<file path="src/rtl/sgw_pkg.sv">
package sgw_pkg;
    localparam int WORD_W     = 32;
    localparam int DESC_WORDS = 4;
    localparam int IDX_W      = $clog2(DESC_WORDS);
    localparam int BYTE_SHIFT = $clog2(WORD_W / 8);
    localparam int MODE_W     = 4;

    // word slots inside one descriptor
    localparam int W_BUF  = 0;
    localparam int W_LEN  = 1;
    localparam int W_CTRL = 2;
    localparam int W_LINK = 3;

    // control word bit positions
    localparam int FLAG_ORD  = 4;
    localparam int FLAG_DIR  = 5;
    localparam int FLAG_END  = 7;
    localparam int MODE_LSB  = 8;

    typedef enum logic [2:0] {
        WS_IDLE,
        WS_REQ,
        WS_WAIT,
        WS_CHECK,
        WS_EMIT
    } walk_st_e;

    typedef struct packed {
        logic [WORD_W-1:0] buf_addr;
        logic [WORD_W-1:0] len;
        logic              ordered;
        logic              dir_out;
        logic              last;
        logic [MODE_W-1:0] mode;
        logic [WORD_W-1:0] link;
    } desc_t;

    typedef struct packed {
        walk_st_e          st;
        logic [IDX_W-1:0]  idx;
        logic [WORD_W-1:0] base;
        logic              done;
        logic              error;
    } walk_ctl_t;

    // a link is usable only when nonzero and aligned to the mask
    function automatic logic ptr_unusable(input logic [WORD_W-1:0] a,
                                          input logic [WORD_W-1:0] mask);
        return (a == '0) || ((a & mask) != '0);
    endfunction
endpackage

</file>
<file path="src/rtl/sgw_word_store.sv">
module sgw_word_store
    import sgw_pkg::*;
#(
    parameter int N_WORDS = DESC_WORDS,
    parameter int W       = WORD_W
) (
    input  logic                         clk,
    input  logic                         rst_n,
    input  logic                         wr_en,
    input  logic [$clog2(N_WORDS)-1:0]   wr_idx,
    input  logic [W-1:0]                 wr_data,
    output logic [N_WORDS-1:0][W-1:0]    words
);
    localparam int SEL_W = $clog2(N_WORDS);

    for (genvar g = 0; g < N_WORDS; g++) begin : g_slot
        logic [W-1:0] w_d, w_q;

        always_comb begin
            w_d = w_q;
            if (wr_en && (wr_idx == SEL_W'(g))) begin
                w_d = wr_data;
            end
        end

        always_ff @(posedge clk or negedge rst_n) begin
            if (!rst_n) begin
                w_q <= '0;
            end else begin
                w_q <= w_d;
            end
        end

        assign words[g] = w_q;
    end
endmodule

</file>
<file path="src/rtl/sgw_decode.sv">
module sgw_decode
    import sgw_pkg::*;
#(
    parameter int ALIGN_BITS = 3
) (
    input  logic [DESC_WORDS-1:0][WORD_W-1:0] words,
    output desc_t                             desc,
    output logic                              chain_broken
);
    localparam logic [WORD_W-1:0] ALIGN_MASK = WORD_W'((64'd1 << ALIGN_BITS) - 64'd1);

    logic [WORD_W-1:0] ctrl;
    logic              unused_ctrl_bits;

    assign ctrl = words[W_CTRL];

    always_comb begin
        desc.buf_addr = words[W_BUF];
        desc.len      = words[W_LEN];
        desc.ordered  = ctrl[FLAG_ORD];
        desc.dir_out  = ctrl[FLAG_DIR];
        desc.last     = ctrl[FLAG_END];
        desc.mode     = ctrl[MODE_LSB +: MODE_W];
        desc.link     = words[W_LINK];
    end

    // a non-terminal entry must point at a usable successor
    assign chain_broken = !desc.last && ptr_unusable(desc.link, ALIGN_MASK);

    // packet length, reserved byte, upper mode nibble and spare flags are not used
    assign unused_ctrl_bits = ^{ctrl[FLAG_ORD-1:0], ctrl[FLAG_END-1],
                                ctrl[WORD_W-1:MODE_LSB+MODE_W]};
endmodule

</file>
<file path="src/rtl/sg_chain_walker.sv">
module sg_chain_walker
    import sgw_pkg::*;
#(
    parameter int ALIGN_BITS = 3
) (
    input  logic        clk,
    input  logic        rst_n,
    input  logic        start,
    input  logic [31:0] first_addr,
    output logic        mem_req_valid,
    input  logic        mem_req_ready,
    output logic [31:0] mem_req_addr,
    input  logic        mem_rsp_valid,
    input  logic [31:0] mem_rsp_data,
    output logic        desc_valid,
    input  logic        desc_ready,
    output logic [31:0] desc_buf_addr,
    output logic [31:0] desc_len,
    output logic        desc_ordered,
    output logic        desc_dir_out,
    output logic        desc_last,
    output logic [3:0]  desc_mode,
    output logic        done,
    output logic        error,
    output logic        busy
);
    localparam logic [WORD_W-1:0] ALIGN_MASK = WORD_W'((64'd1 << ALIGN_BITS) - 64'd1);
    localparam logic [IDX_W-1:0]  LAST_IDX   = IDX_W'(DESC_WORDS - 1);
    localparam walk_ctl_t CTL_RESET = '{st: WS_IDLE, idx: '0, base: '0,
                                        done: 1'b0, error: 1'b0};

    walk_ctl_t                         ctl_d, ctl_q;
    logic                              store_en;
    logic [DESC_WORDS-1:0][WORD_W-1:0] words;
    desc_t                             cur;
    logic                              chain_broken;

    sgw_word_store #(
        .N_WORDS (DESC_WORDS),
        .W       (WORD_W)
    ) i_store (
        .clk     (clk),
        .rst_n   (rst_n),
        .wr_en   (store_en),
        .wr_idx  (ctl_q.idx),
        .wr_data (mem_rsp_data),
        .words   (words)
    );

    sgw_decode #(
        .ALIGN_BITS (ALIGN_BITS)
    ) i_decode (
        .words        (words),
        .desc         (cur),
        .chain_broken (chain_broken)
    );

    always_comb begin
        ctl_d       = ctl_q;
        ctl_d.done  = 1'b0;
        ctl_d.error = 1'b0;
        store_en    = 1'b0;
        unique case (ctl_q.st)
            WS_IDLE: begin
                if (start) begin
                    if (ptr_unusable(first_addr, ALIGN_MASK)) begin
                        ctl_d.error = 1'b1;
                    end else begin
                        ctl_d.st   = WS_REQ;
                        ctl_d.base = first_addr;
                        ctl_d.idx  = '0;
                    end
                end
            end
            WS_REQ: begin
                if (mem_req_ready) begin
                    ctl_d.st = WS_WAIT;
                end
            end
            WS_WAIT: begin
                if (mem_rsp_valid) begin
                    store_en = 1'b1;
                    if (ctl_q.idx == LAST_IDX) begin
                        ctl_d.st = WS_CHECK;
                    end else begin
                        ctl_d.idx = ctl_q.idx + 1'b1;
                        ctl_d.st  = WS_REQ;
                    end
                end
            end
            WS_CHECK: begin
                if (chain_broken) begin
                    ctl_d.error = 1'b1;
                    ctl_d.st    = WS_IDLE;
                end else begin
                    ctl_d.st = WS_EMIT;
                end
            end
            WS_EMIT: begin
                if (desc_ready) begin
                    if (cur.last) begin
                        ctl_d.done = 1'b1;
                        ctl_d.st   = WS_IDLE;
                    end else begin
                        ctl_d.base = cur.link;
                        ctl_d.idx  = '0;
                        ctl_d.st   = WS_REQ;
                    end
                end
            end
            default: ctl_d = CTL_RESET;
        endcase
    end

    always_ff @(posedge clk or negedge rst_n) begin
        if (!rst_n) begin
            ctl_q <= CTL_RESET;
        end else begin
            ctl_q <= ctl_d;
        end
    end

    assign mem_req_valid = (ctl_q.st == WS_REQ);
    assign mem_req_addr  = ctl_q.base + (WORD_W'(ctl_q.idx) << BYTE_SHIFT);
    assign desc_valid    = (ctl_q.st == WS_EMIT);
    assign desc_buf_addr = cur.buf_addr;
    assign desc_len      = cur.len;
    assign desc_ordered  = cur.ordered;
    assign desc_dir_out  = cur.dir_out;
    assign desc_last     = cur.last;
    assign desc_mode     = cur.mode;
    assign done          = ctl_q.done;
    assign error         = ctl_q.error;
    assign busy          = (ctl_q.st != WS_IDLE);
endmodule

</file>
<file path="config.mk">
export PLATFORM = sky130hd
export DESIGN_NAME = sg_chain_walker
export DESIGN_NICKNAME = d
export VERILOG_FILES = /design/src/rtl/sgw_pkg.sv /design/src/rtl/sgw_word_store.sv /design/src/rtl/sgw_decode.sv /design/src/rtl/sg_chain_walker.sv
export SDC_FILE = /design/constraint.sdc
export NUM_CORES = 1
export LEC_CHECK = 0
export ABC_AREA = 1
export CORE_MARGIN = 2
export CORE_UTILIZATION = 24
export CTS_BUF_LIST = sky130_fd_sc_hd__clkbuf_8
export DETAILED_ROUTE_END_ITERATION = 16
export PLACE_DENSITY = 0.49
export SYNTH_ARGS = -nofsm -noshare
export SYNTH_HDL_FRONTEND = slang
export SYNTH_SLANG_ARGS = --single-unit
</file>
<file path="constraint.sdc">
create_clock -name clk -period 2.3 [get_ports clk]
set_input_delay 0.23 -clock clk [delete_from_list [all_inputs] [get_ports clk]]
set_output_delay 0.23 -clock clk [all_outputs]
set_load 0.01 [all_outputs]
</file>
### Word-level counts from Yosys, hierarchy flattened

Index checks and enable logic that the tools add are counted.

| cells by class | value |
|---|---|
| bitwise gates (word level) | 2 |
| $mul | 0 |
| div/mod/pow operators | 0 |
| shift-type cells | 0 |
| mux-type cells | 21 |
| $lt $le $gt $ge | 0 |
| add/sub/neg operators | 2 |
| reductions and logical operators | 20 |
| eq/ne operators | 14 |

Operators with widths:

| kind | number |
|---|---|
| $pmux 32 s3 | 1 |
| $mux 37 | 2 |
| $logic_not 32->1 | 2 |
| $reduce_bool 32->1 | 2 |
| $mux 38 | 1 |
| $mux 34 | 1 |
| $add 32x4->32 | 1 |
| $pmux 3 s5 | 1 |
| $ne 2x2->1 const B | 5 |
| $reduce_and 5->1 | 2 |
| $mux 1 | 8 |
| $pmux 2 s4 | 1 |
| $reduce_and 7->1 | 1 |
| $eq 3x2->1 const B | 2 |
| $mux 3 | 2 |
| $logic_and 1x1->1 | 5 |
| $mux 5 | 1 |
| $eq 2x2->1 const B | 2 |
| $mux 2 | 2 |
| $ne 2x1->1 const B | 2 |
| $eq 3x1->1 const B | 1 |
| $eq 3x3->1 const B | 1 |
| $logic_not 3->1 | 1 |
| $reduce_bool 3->1 | 1 |
| 9 further kinds | 11 |

| storage, ports and cells | value |
|---|---|
| word-level logic and storage cells | 68 |
| bits in registers | 147 |
| latch bits | 0 |
| bits in writable memories | 0 |
| memories | 0 |
| output and inout bits | 108 |
| memory bits (read-only) | 0 |
| input port bits | 70 |

### Longest topological paths before layout

Gate-level depths: netlist (run 1).

| logic depth | value |
|---|---|
| depth after elaboration | 5 |
| depth in mapped cells | 11 |
| gate-level depth less buffers | 11 |

### Hierarchy

Synthesis (run 1) repeated with hierarchy kept, for this count alone.

| second synthesis, totals | value |
|---|---|
| cells, all modules | 1,163 |
| area, all modules | 9,156.3 µm² |

By module, submodules not included:

| module | cells each | times used | area each (µm²) | sequential area each (µm²) |
|---|---|---|---|---|
| sgw_word_store | 569 | 1 | 5,188.7 | 3,203.1 |
| sg_chain_walker | 459 | 1 | 3,069.2 | 975.9 |
| sgw_decode | 135 | 1 | 898.4 | 0.0 |

### Least setup slack after synthesis (run 1)

No wires, ideal clock.

| timing | value |
|---|---|
| kind | register to output |
| from | register ctl_q[34] in the netlist's numbering |
| to | output port mem_req_addr[30] |
| cell stages (with the launch flop) | 10 |
| data required time | 2.070 ns |
| path slack | 0.264 ns |
| arrival | 1.806 ns |
| buffers on the path | 0 |
| path through | dfrtp_1 ha_1 fa_1 nand3_1 nor3_4 nand2_1 nor2_4 nand3_1 o21ai_0 nand2_1 |

| on the way | value |
|---|---|
| word-level cells in the longest chain between the ends | 1 |

RTL lines:

| element | RTL line | text |
|---|---|---|
| start, declared | sg_chain_walker.sv:32 | `walk_ctl_t ctl_d, ctl_q;` |
| start signal, assigned | sg_chain_walker.sv:119 | `ctl_q <= ctl_d;` |
| $add 32x4->32 | sg_chain_walker.sv:124 | `assign mem_req_addr = ctl_q.base + (WORD_W'(ctl_q.idx) << BYTE_SHIFT);` |
| end, declared | sg_chain_walker.sv:12 | `output logic [31:0] mem_req_addr,` |

Every way passes these cells.

### Worst setup path in the final report (run 1)

| timing | value |
|---|---|
| from | register ctl_q[34] in the netlist's numbering |
| to | output port mem_req_addr[24] |

Same word-level chain as after synthesis.

==> results.cfg, run 1 <==
[cells_and_area]
finalCoreUtilization = 0.324
drive_gt1_frac = 0.133
final_common_cell = nand2_1
instances_no_fill = 1463
area_growth_pct = 33.2
final_cell_area_um2 = 9880
final_cell_mix = 253 x nand2_1, 147 x clkdlybuf4s50_1, 142 x dfrtp_1
nNetsFinal = 1128
fillerInstances = 3275

[clock_network]
cts_made_buffers = 17
cts.path.max_buffers = 2
clkSlewWorstSetupHoldPaths_ns = 0.09
cts_tree = built
h-tree-depth = 4
insertion_delay_ns = 0.45
cts_root_buf = clkbuf_8
cts_sinks = 142

[setup_path]
critPathLaunchType = flip-flop
arrival_ns = 2.27
crit_required_ns = 2.07
crit_path_start = ctl_q[34]
path_cells = ha_4, fa_2, nand3_4, nor3_4, nand2_2, nor2_4, buf_12, nand4_1, xor2_1, buf_2
cp_max_fo = 5
critPathKind = reg2out
slowest_stage = dfrtp_1
rr_startpoint = ctl_q[36]
cp_slowest_stage_delay_ns = 0.41
crit_family = simple AND/OR/NAND/NOR gates
critical_path_buf_inv_count = 2
endpoint_kind = output pin

[status]
outcome = complete, but fails checks
violations = setup timing

[timing]
relSlewSlack = 0.599
hold_viol_final = 0
final_min_period_over_clock_period = 1.09
max_clock_freq_ghz = 0.400
setup-violations-final = 13
tns_ns = -1.22
clock_skew_ns = 0.0141
period_needed_ns = 2.50
worst_slew_pin_slew_ns = 0.601
timing.final.ws_setup_ns = -0.200
drv_slew = 0
rsz0062_at_grt = true

[yosys]
syn_nets = 995
synthDistinctLibCells = 30
synth_area_per_cell_um2 = 8.08
ys_warn_count = 0
synth.ff_latch_count = 142
netlist_instances = 918
synthFlopType = dfrtp_1
synth_edf_count = 0
async_flop_share = 1.00
syn_area_um2 = 7420
seq_area_frac_synth = 0.479

[pwr]
power_frac_comb = 0.418
power_mw = 10.9
power.leakage_nw = 4.57
p_sw_frac = 0.372
power_density_nw_per_um2 = 1100
switchingPower_mw = 4.06
power_frac_clock = 0.227
seqPwrFrac = 0.354
internal-power_mw = 6.86
vdd.ir_drop.worst_mv = 0.409

[grt]
antenna_found_initial = 3
overflow = 0
grt_pass1_vias = 6260
grt_max_degree = 65
grtUsageTotal = 0.144
grt_pass1_wl_um = 36200

[floorplanning]
coreArea_um2 = 30500
die_width_um = 180
die_y_um = 180
pin_count = 178
rows = 64
dieArea_um2 = 32300
start_util = 0.243

[hold_path]
hold_class = in2async

[drt]
dr.pass1.iters = 7
vias = 6246
wl_per_cell_um = 15.8
vias_per_cell = 4.27
route.detailed.drc = 0
drtIter0Drc = 315
wl_um = 23100
antenna_left = 0

[placed_design]
port_buffers = 177
place_congestion = 0.856
dp_cells = 1417
place_area_um2 = 9300
dp_hpwl_um = 17400

[flow_run]
max-cap-violations = 0
-- power groups by stage --
stage / Combinational [mW] / Clock [mW] / Sequential [mW]
floorplan: 3.09 / 0 / 3.78
global placement: 4.70 / 0 / 3.88
detailed placement: 4.74 / 0 / 3.88
CTS: 4.62 / 2.58 / 3.86
global route: 5.08 / 2.68 / 3.97
finish: 4.57 / 2.48 / 3.87
-- routing by layer --
layer / track usage / wire (um)
met2: 0.223 / 10500
met3: 0.0403 / 1500
met4: 0.0407 / 361
met5: 0 / 0
met1: 0.195 / 10800
-- worst paths after layout --
kind | end | slack [ns] | depth (start not counted)
hold reg to reg | i_store.g_slot[1].w_q[8] | 0.49 | 2
setup reg to reg | ctl_q[20] | 0.39 | 9
setup / recovery | mem_req_addr[24] | -0.20 | 10
hold / removal | i_store.g_slot[0].w_q[15] | 0.31 | 2
min in group clk | i_store.g_slot[3].w_q[13] | 0.38 | 3
max in group asynchronous | i_store.g_slot[0].w_q[1] | 1.28 | 3
-- kinds of logic after synthesis --
family                     Yosys count  synth area share
and+or+nand+nor                    397             0.236
AOI/OAI and AO/OA                  141            0.0954
adders and majority gates            7            0.0128
xor gates and xnor gates            27            0.0319
DFF                                142             0.479
buffers and inverters              204             0.145
-- synth_stat cells, types with 3 or more instances --
library cell / instances / area share
nand2_1: 256 / 0.13
inv_2: 3 / 0.0015
nand4_1: 53 / 0.045
xnor2_1: 10 / 0.012
inv_1: 91 / 0.046
xor2_1: 17 / 0.020
nand2_2: 3 / 0.0025
o21ai_0: 136 / 0.092
ha_1: 6 / 0.010
clkbuf_1: 22 / 0.011
dfrtp_1: 142 / 0.48
nor2_1: 43 / 0.022
buf_2: 14 / 0.0094
nor3_1: 12 / 0.0081
nand3_2: 3 / 0.0040
buf_4: 70 / 0.071
nand3_1: 16 / 0.011
buf_6: 4 / 0.0061
-- sequential cells by signal (all words and copies together), names as in the netlist --
| signal | flops |
|---|---|
| ctl_q | 37 |
| done | 1 |
| error | 1 |
| i_store.g_slot.w_q | 103 |
-- per-stage QoR --
stage	hold slack [ns]	setup slack, ns
detailed placement	0.255	-0.261
global placement	0.259	-0.230
floorplan	-0.0656	0.264
global route	0.342	-0.334
CTS	0.317	-0.285
finish	0.307	-0.200
-- cell type report --
class	instances	area, um2	share of cell area
diodes	3	7.51	0.000759
inverters	94	353	0.0357
repair buffers	224	2070	0.210
clock buffers	18	248	0.0251
well taps	396	495	0.0501
clock inverters	14	238	0.0241
flip-flops and latches	142	3550	0.359
multi-input cells	572	2920	0.295
-- what timing repair did --
| item | 4_1_cts | 5_1_grt |
|---|---|---|
| pin swaps | 19 | 15 |
| endpoints found under the setup margin | 29 | 28 |
| resized for setup | 125 | 16 |
| hold buffers | 1 | 0 |
| hold endpoints to repair | 52 | 0 |
| buffers inserted | 6 | 4 |
Power figures use the tool's default switching activity.
==> run 2: changes to the inputs <==
Settings changed: CTS_CLUSTER_SIZE set to 30, TNS_END_PERCENT set to 1.
==> run 2 against run 1 <==
Compared with the run above:
- the flow still finishes with violations (setup timing)
- clock power barely moved
- register-to-register slack hardly changed
- cell area decreased by 0.37%
- sequential share of layout area rose by 0.13 points
- first-iteration DRC count is 0.32% higher
- clock skew about the same
- largest cell class unchanged
==> results.cfg, run 2 (synthesis gave the netlist of run 1 again) <==
[pwr]
power_frac_comb = 0.419
switchingPower_mw = 4.07
power_density_nw_per_um2 = 1110
p_sw_frac = 0.372
vdd.ir_drop.worst_mv = 0.409
power_frac_clock = 0.227
internal-power_mw = 6.88
seqPwrFrac = 0.354
power_mw = 10.9
power.leakage_nw = 4.53

[clock_network]
cts_sinks = 142
h-tree-depth = 4
cts_root_buf = clkbuf_8
cts_made_buffers = 17
cts_tree = built
insertion_delay_ns = 0.45
clkSlewWorstSetupHoldPaths_ns = 0.09
cts.path.max_buffers = 2

[setup_path]
rr_startpoint = ctl_q[36]
endpoint_kind = output pin
r2r-end = ctl_q[20]
arrival_ns = 2.26
cp_max_fo = 5
critPathLaunchType = flip-flop
rrSetupSlack_ns = 0.38
r2r_cells = 9
crit_required_ns = 2.07
critPathKind = reg2out

[drt]
vias = 6200
drtIter0Drc = 316
vias_per_cell = 4.26
route.detailed.drc = 0
wl_um = 23100
antenna_left = 0
dr.pass1.iters = 8
wl_per_cell_um = 15.9

[cells_and_area]
final_cell_mix = 252 x nand2_1, 147 x clkdlybuf4s50_1, 142 x dfrtp_1
final_common_cell = nand2_1
finalCoreUtilization = 0.323
reg_top3 = i_store.g_slot.w_q: 103 flops, ctl_q: 37 flops
max_flop_register = i_store.g_slot.w_q
drive_gt1_frac = 0.125
multi_input_area_um2 = 2910
fillerInstances = 3276
nNetsFinal = 1122
seqCellArea_um2 = 3550
largest_register_ffs = 103
area_growth_pct = 32.7

[status]
violations = setup timing
outcome = complete, but fails checks

[flow_run]
max-cap-violations = 0

[grt]
overflow = 0
grtUsageTotal = 0.143
grt_pass1_vias = 6227
grt_pass1_wl_um = 36100
antenna_found_initial = 3
grt_max_degree = 65

[placed_design]
place_congestion = 0.856
port_buffers = 177
dp_hpwl_um = 17400

[timing]
clock_skew_ns = 0.0143
hold-worst-slack_ns = 0.308
drv_slew = 0
hold_viol_final = 0
rsz0062_at_grt = true
timing.final.ws_setup_ns = -0.191
relSlewSlack = 0.599
setup-violations-final = 12
period_needed_ns = 2.49
final_min_period_over_clock_period = 1.08
worst_slew_pin_slew_ns = 0.601
max_clock_freq_ghz = 0.401

[floorplanning]
die_y_um = 180
dieArea_um2 = 32300
coreArea_um2 = 30500
pin_count = 178
rows = 64
die_width_um = 180
start_util = 0.243

[hold_path]
hold_class = in2async
[run 2: cell count changes in the layout (fill, tap and decap cells not counted), sizes merged]
cell and change:
buf -11, clkdlybuf4s15 +5, clkbuf -1, dlygate4sd2 +1
[run 2: power by group through the flow]
stage | Sequential [mW] | Combinational [mW] | Clock, mW
after detailed placement | 3.88 | 4.74 | 0
after global placement | 3.88 | 4.70 | 0
after floorplan | 3.78 | 3.09 | 0
final | 3.87 | 4.59 | 2.48
after global routing | 3.97 | 5.10 | 2.68
after CTS | 3.86 | 4.64 | 2.58
[run 2: how the worst max path moves through the flow]
stage | start | end | slack [ns] | cells past startpoint
finish | ctl_q[34] | mem_req_addr[24] | -0.19 | 10
global route | ctl_q[34] | mem_req_addr[24] | -0.33 | 10
CTS | ctl_q[34] | mem_req_addr[26] | -0.28 | 10
detailed placement | ctl_q[4] | mem_req_addr[24] | -0.26 | 10
global placement | ctl_q[4] | mem_req_addr[24] | -0.23 | 10
floorplan | ctl_q[34] | mem_req_addr[30] | 0.26 | 9
[run 2: what timing repair did]
item | CTS | global route
setup endpoints to repair | 29 | 28
gates resized for setup | 108 | 18
endpoints found under the hold margin | 52 | 0
hold buffers | 1 | 0
setup buffers | 3 | 1
pin swaps | 10 | 10
[run 2: area by class of cell]
cell class / instances / share of cell area
timing repair buffer: 218 / 0.208
clock inverter: 14 / 0.0241
tap: 396 / 0.0503
multi-input combinational: 572 / 0.295
sequential: 142 / 0.361
antenna: 3 / 0.000762
clock buffer: 18 / 0.0252
inverter: 94 / 0.0358
[run 2: critical path: stages, from the launching register on]
cell	delay, ns
dfrtp_1	0.40
ha_4	0.16
fa_2	0.23
nand3_4	0.09
nor3_4	0.15
nand2_2	0.11
nor2_4	0.17
buf_12	0.13
nand4_1	0.09
xor2_1	0.15
buf_2	0.14
[run 2: metrics by stage]
stage          std cells  cell area, um2  worst slack, ns  TNS, ns
6_report            1457            9850           -0.191    -1.24
5_1_grt             1454            9840           -0.326    -4.47
4_1_cts             1453            9790           -0.285    -3.47
3_5_place_dp        1417            9300           -0.261    -2.11
3_3_place_gp        1417            9300           -0.230    -1.46
2_1_floorplan        918            7420            0.264        0
[run 2: layer usage]
layer	GRT usage	part of all wire	vias to the layer above	routed length, um
met5	0	0	-	0
met2	0.223	0.45	179	10400
met1	0.195	0.48	2858	11000
li1	-	-	3142	-
met4	0.0384	0.015	0	340
met3	0.0403	0.058	21	1350
==> run 3: changes to the inputs <==
Settings changed: RECOVER_POWER set to 50.
==> run 3 against run 2 <==
Compared with the run above:
- the flow still finishes with violations (setup timing)
- critical path depth is the same
- wire length decreased by 0.34%
- total power is 1.3% lower
- first-iteration DRC count fell by 6.3%
- register-to-register slack about the same
- final cell count unchanged
- cell area is 0.43% lower
- die area is the same
==> results.cfg, run 3 (synthesis gave the netlist of run 1 again) <==
[status]
outcome = complete, but fails checks
violations = setup timing

[drt]
drtIter0Drc = 296
wl_per_cell_um = 15.8
route.detailed.drc = 0
wl_um = 23000
vias_per_cell = 4.22
antenna_left = 0
vias = 6154
dr.pass1.iters = 5

[placed_design]
dp_hpwl_um = 17400
place_area_um2 = 9300
dp_cells = 1417
place_congestion = 0.856
dp_worst_setup_slack_ns = -0.261
port_buffers = 177

[floorplanning]
dieArea_um2 = 32300
die_y_um = 180
pin_count = 178
start_util = 0.243
die_width_um = 180
coreArea_um2 = 30500
rows = 64

[pwr]
switchingPower_mw = 4.04
internal-power_mw = 6.77
vdd.ir_drop.worst_mv = 0.405
power_frac_clock = 0.230
power_frac_comb = 0.414
power_density_nw_per_um2 = 1100
seqPwrFrac = 0.357
power.leakage_nw = 4.62
p_sw_frac = 0.374
power_mw = 10.8

[flow_run]
max-cap-violations = 0

[grt]
grt_pass1_vias = 6227
antenna_found_initial = 3
overflow = 0
grtUsageTotal = 0.143
grt_max_degree = 65
grt_pass1_wl_um = 36100

[cells_and_area]
reg_top3 = i_store.g_slot.w_q: 103 flops, ctl_q: 37 flops
finalCoreUtilization = 0.321
area_growth_pct = 32.1
instances_no_fill = 1457
largest_register_ffs = 103
final_cell_area_um2 = 9810
final_common_cell = nand2_1
nNetsFinal = 1122
drive_gt1_frac = 0.123
final_cell_mix = 252 x nand2_1, 142 x dfrtp_1, 135 x o21ai_0
max_flop_register = i_store.g_slot.w_q

[setup_path]
crit_required_ns = 2.07
critPathLaunchType = flip-flop
critPathKind = reg2out
rrSetupSlack_ns = 0.38
arrival_ns = 2.26
endpoint_kind = output pin
cp_max_fo = 5

[timing]
max_clock_freq_ghz = 0.402
hold-worst-slack_ns = 0.383
clock_skew_ns = 0.0140
drv_slew = 0
hold_viol_final = 0
timing.final.ws_setup_ns = -0.189
tns_ns = -1.23
relSlewSlack = 0.0130
final_min_period_over_clock_period = 1.08
period_needed_ns = 2.49
setup-violations-final = 12
rsz0062_at_grt = true
worst_slew_pin_slew_ns = 1.48

[clock_network]
cts_root_buf = clkbuf_8
cts_tree = built
cts_made_buffers = 17
clkSlewWorstSetupHoldPaths_ns = 0.09
insertion_delay_ns = 0.45
h-tree-depth = 4
cts_sinks = 142
cts.path.max_buffers = 2

[hold_path]
hold_class = in2reg
[run 3: timing repair]
action | 4_1_cts | 5_1_grt
setup endpoints to repair | 29 | 28
gates resized for setup | 108 | 18
endpoints found under the hold margin | 52 | 0
setup buffers | 3 | 1
pin swaps | 10 | 10
hold buffers | 1 | 0
[run 3: final timing paths]
path / to / startpoint / cells past startpoint
max: mem_req_addr[24] / ctl_q[34] / 10
min: i_store.g_slot[3].w_q[13] / mem_rsp_data[13] / 3
max reg2reg: ctl_q[20] / ctl_q[36] / 6
max in group asynchronous: i_store.g_slot[3].w_q[19] / rst_n / 3
min reg2reg: i_store.g_slot[1].w_q[31] / i_store.g_slot[1].w_q[31] / 2
min in group asynchronous: i_store.g_slot[0].w_q[15] / rst_n / 2
[run 3: final cells by class]
class,count,area (um2)
clock inverter,14,238
tap,396,495
antenna,3,7.51
inverter,94,353
timing repair buffer,218,2000
multi-input combinational,572,2910
fill,3283,20700
sequential,142,3550
clock buffer,18,248
[run 3: layer usage]
metal  wire length [um]  track usage  vias up
met5                  0            0        -
met4                331       0.0384        0
met3               1320       0.0403       19
met2              10500        0.223      170
met1              10900        0.195     2825
li1                   -            -     3140
[run 3: power groups by stage]
stage                     combinational [mW]  clock (mW)  sequential (mW)
after floorplan                         3.09           0             3.78
after global placement                  4.70           0             3.88
after detailed placement                4.74           0             3.88
after CTS                               4.64        2.58             3.86
after global routing                    4.98        2.68             3.96
final                                   4.47        2.48             3.85
[run 3: critical path: stages (launching register included)]
cell	delay [ns]
dfrtp_1	0.40
ha_4	0.16
fa_2	0.23
nand3_4	0.09
nor3_4	0.15
nand2_2	0.11
nor2_4	0.17
buf_12	0.13
nand4_1	0.09
xor2_1	0.15
buf_2	0.14
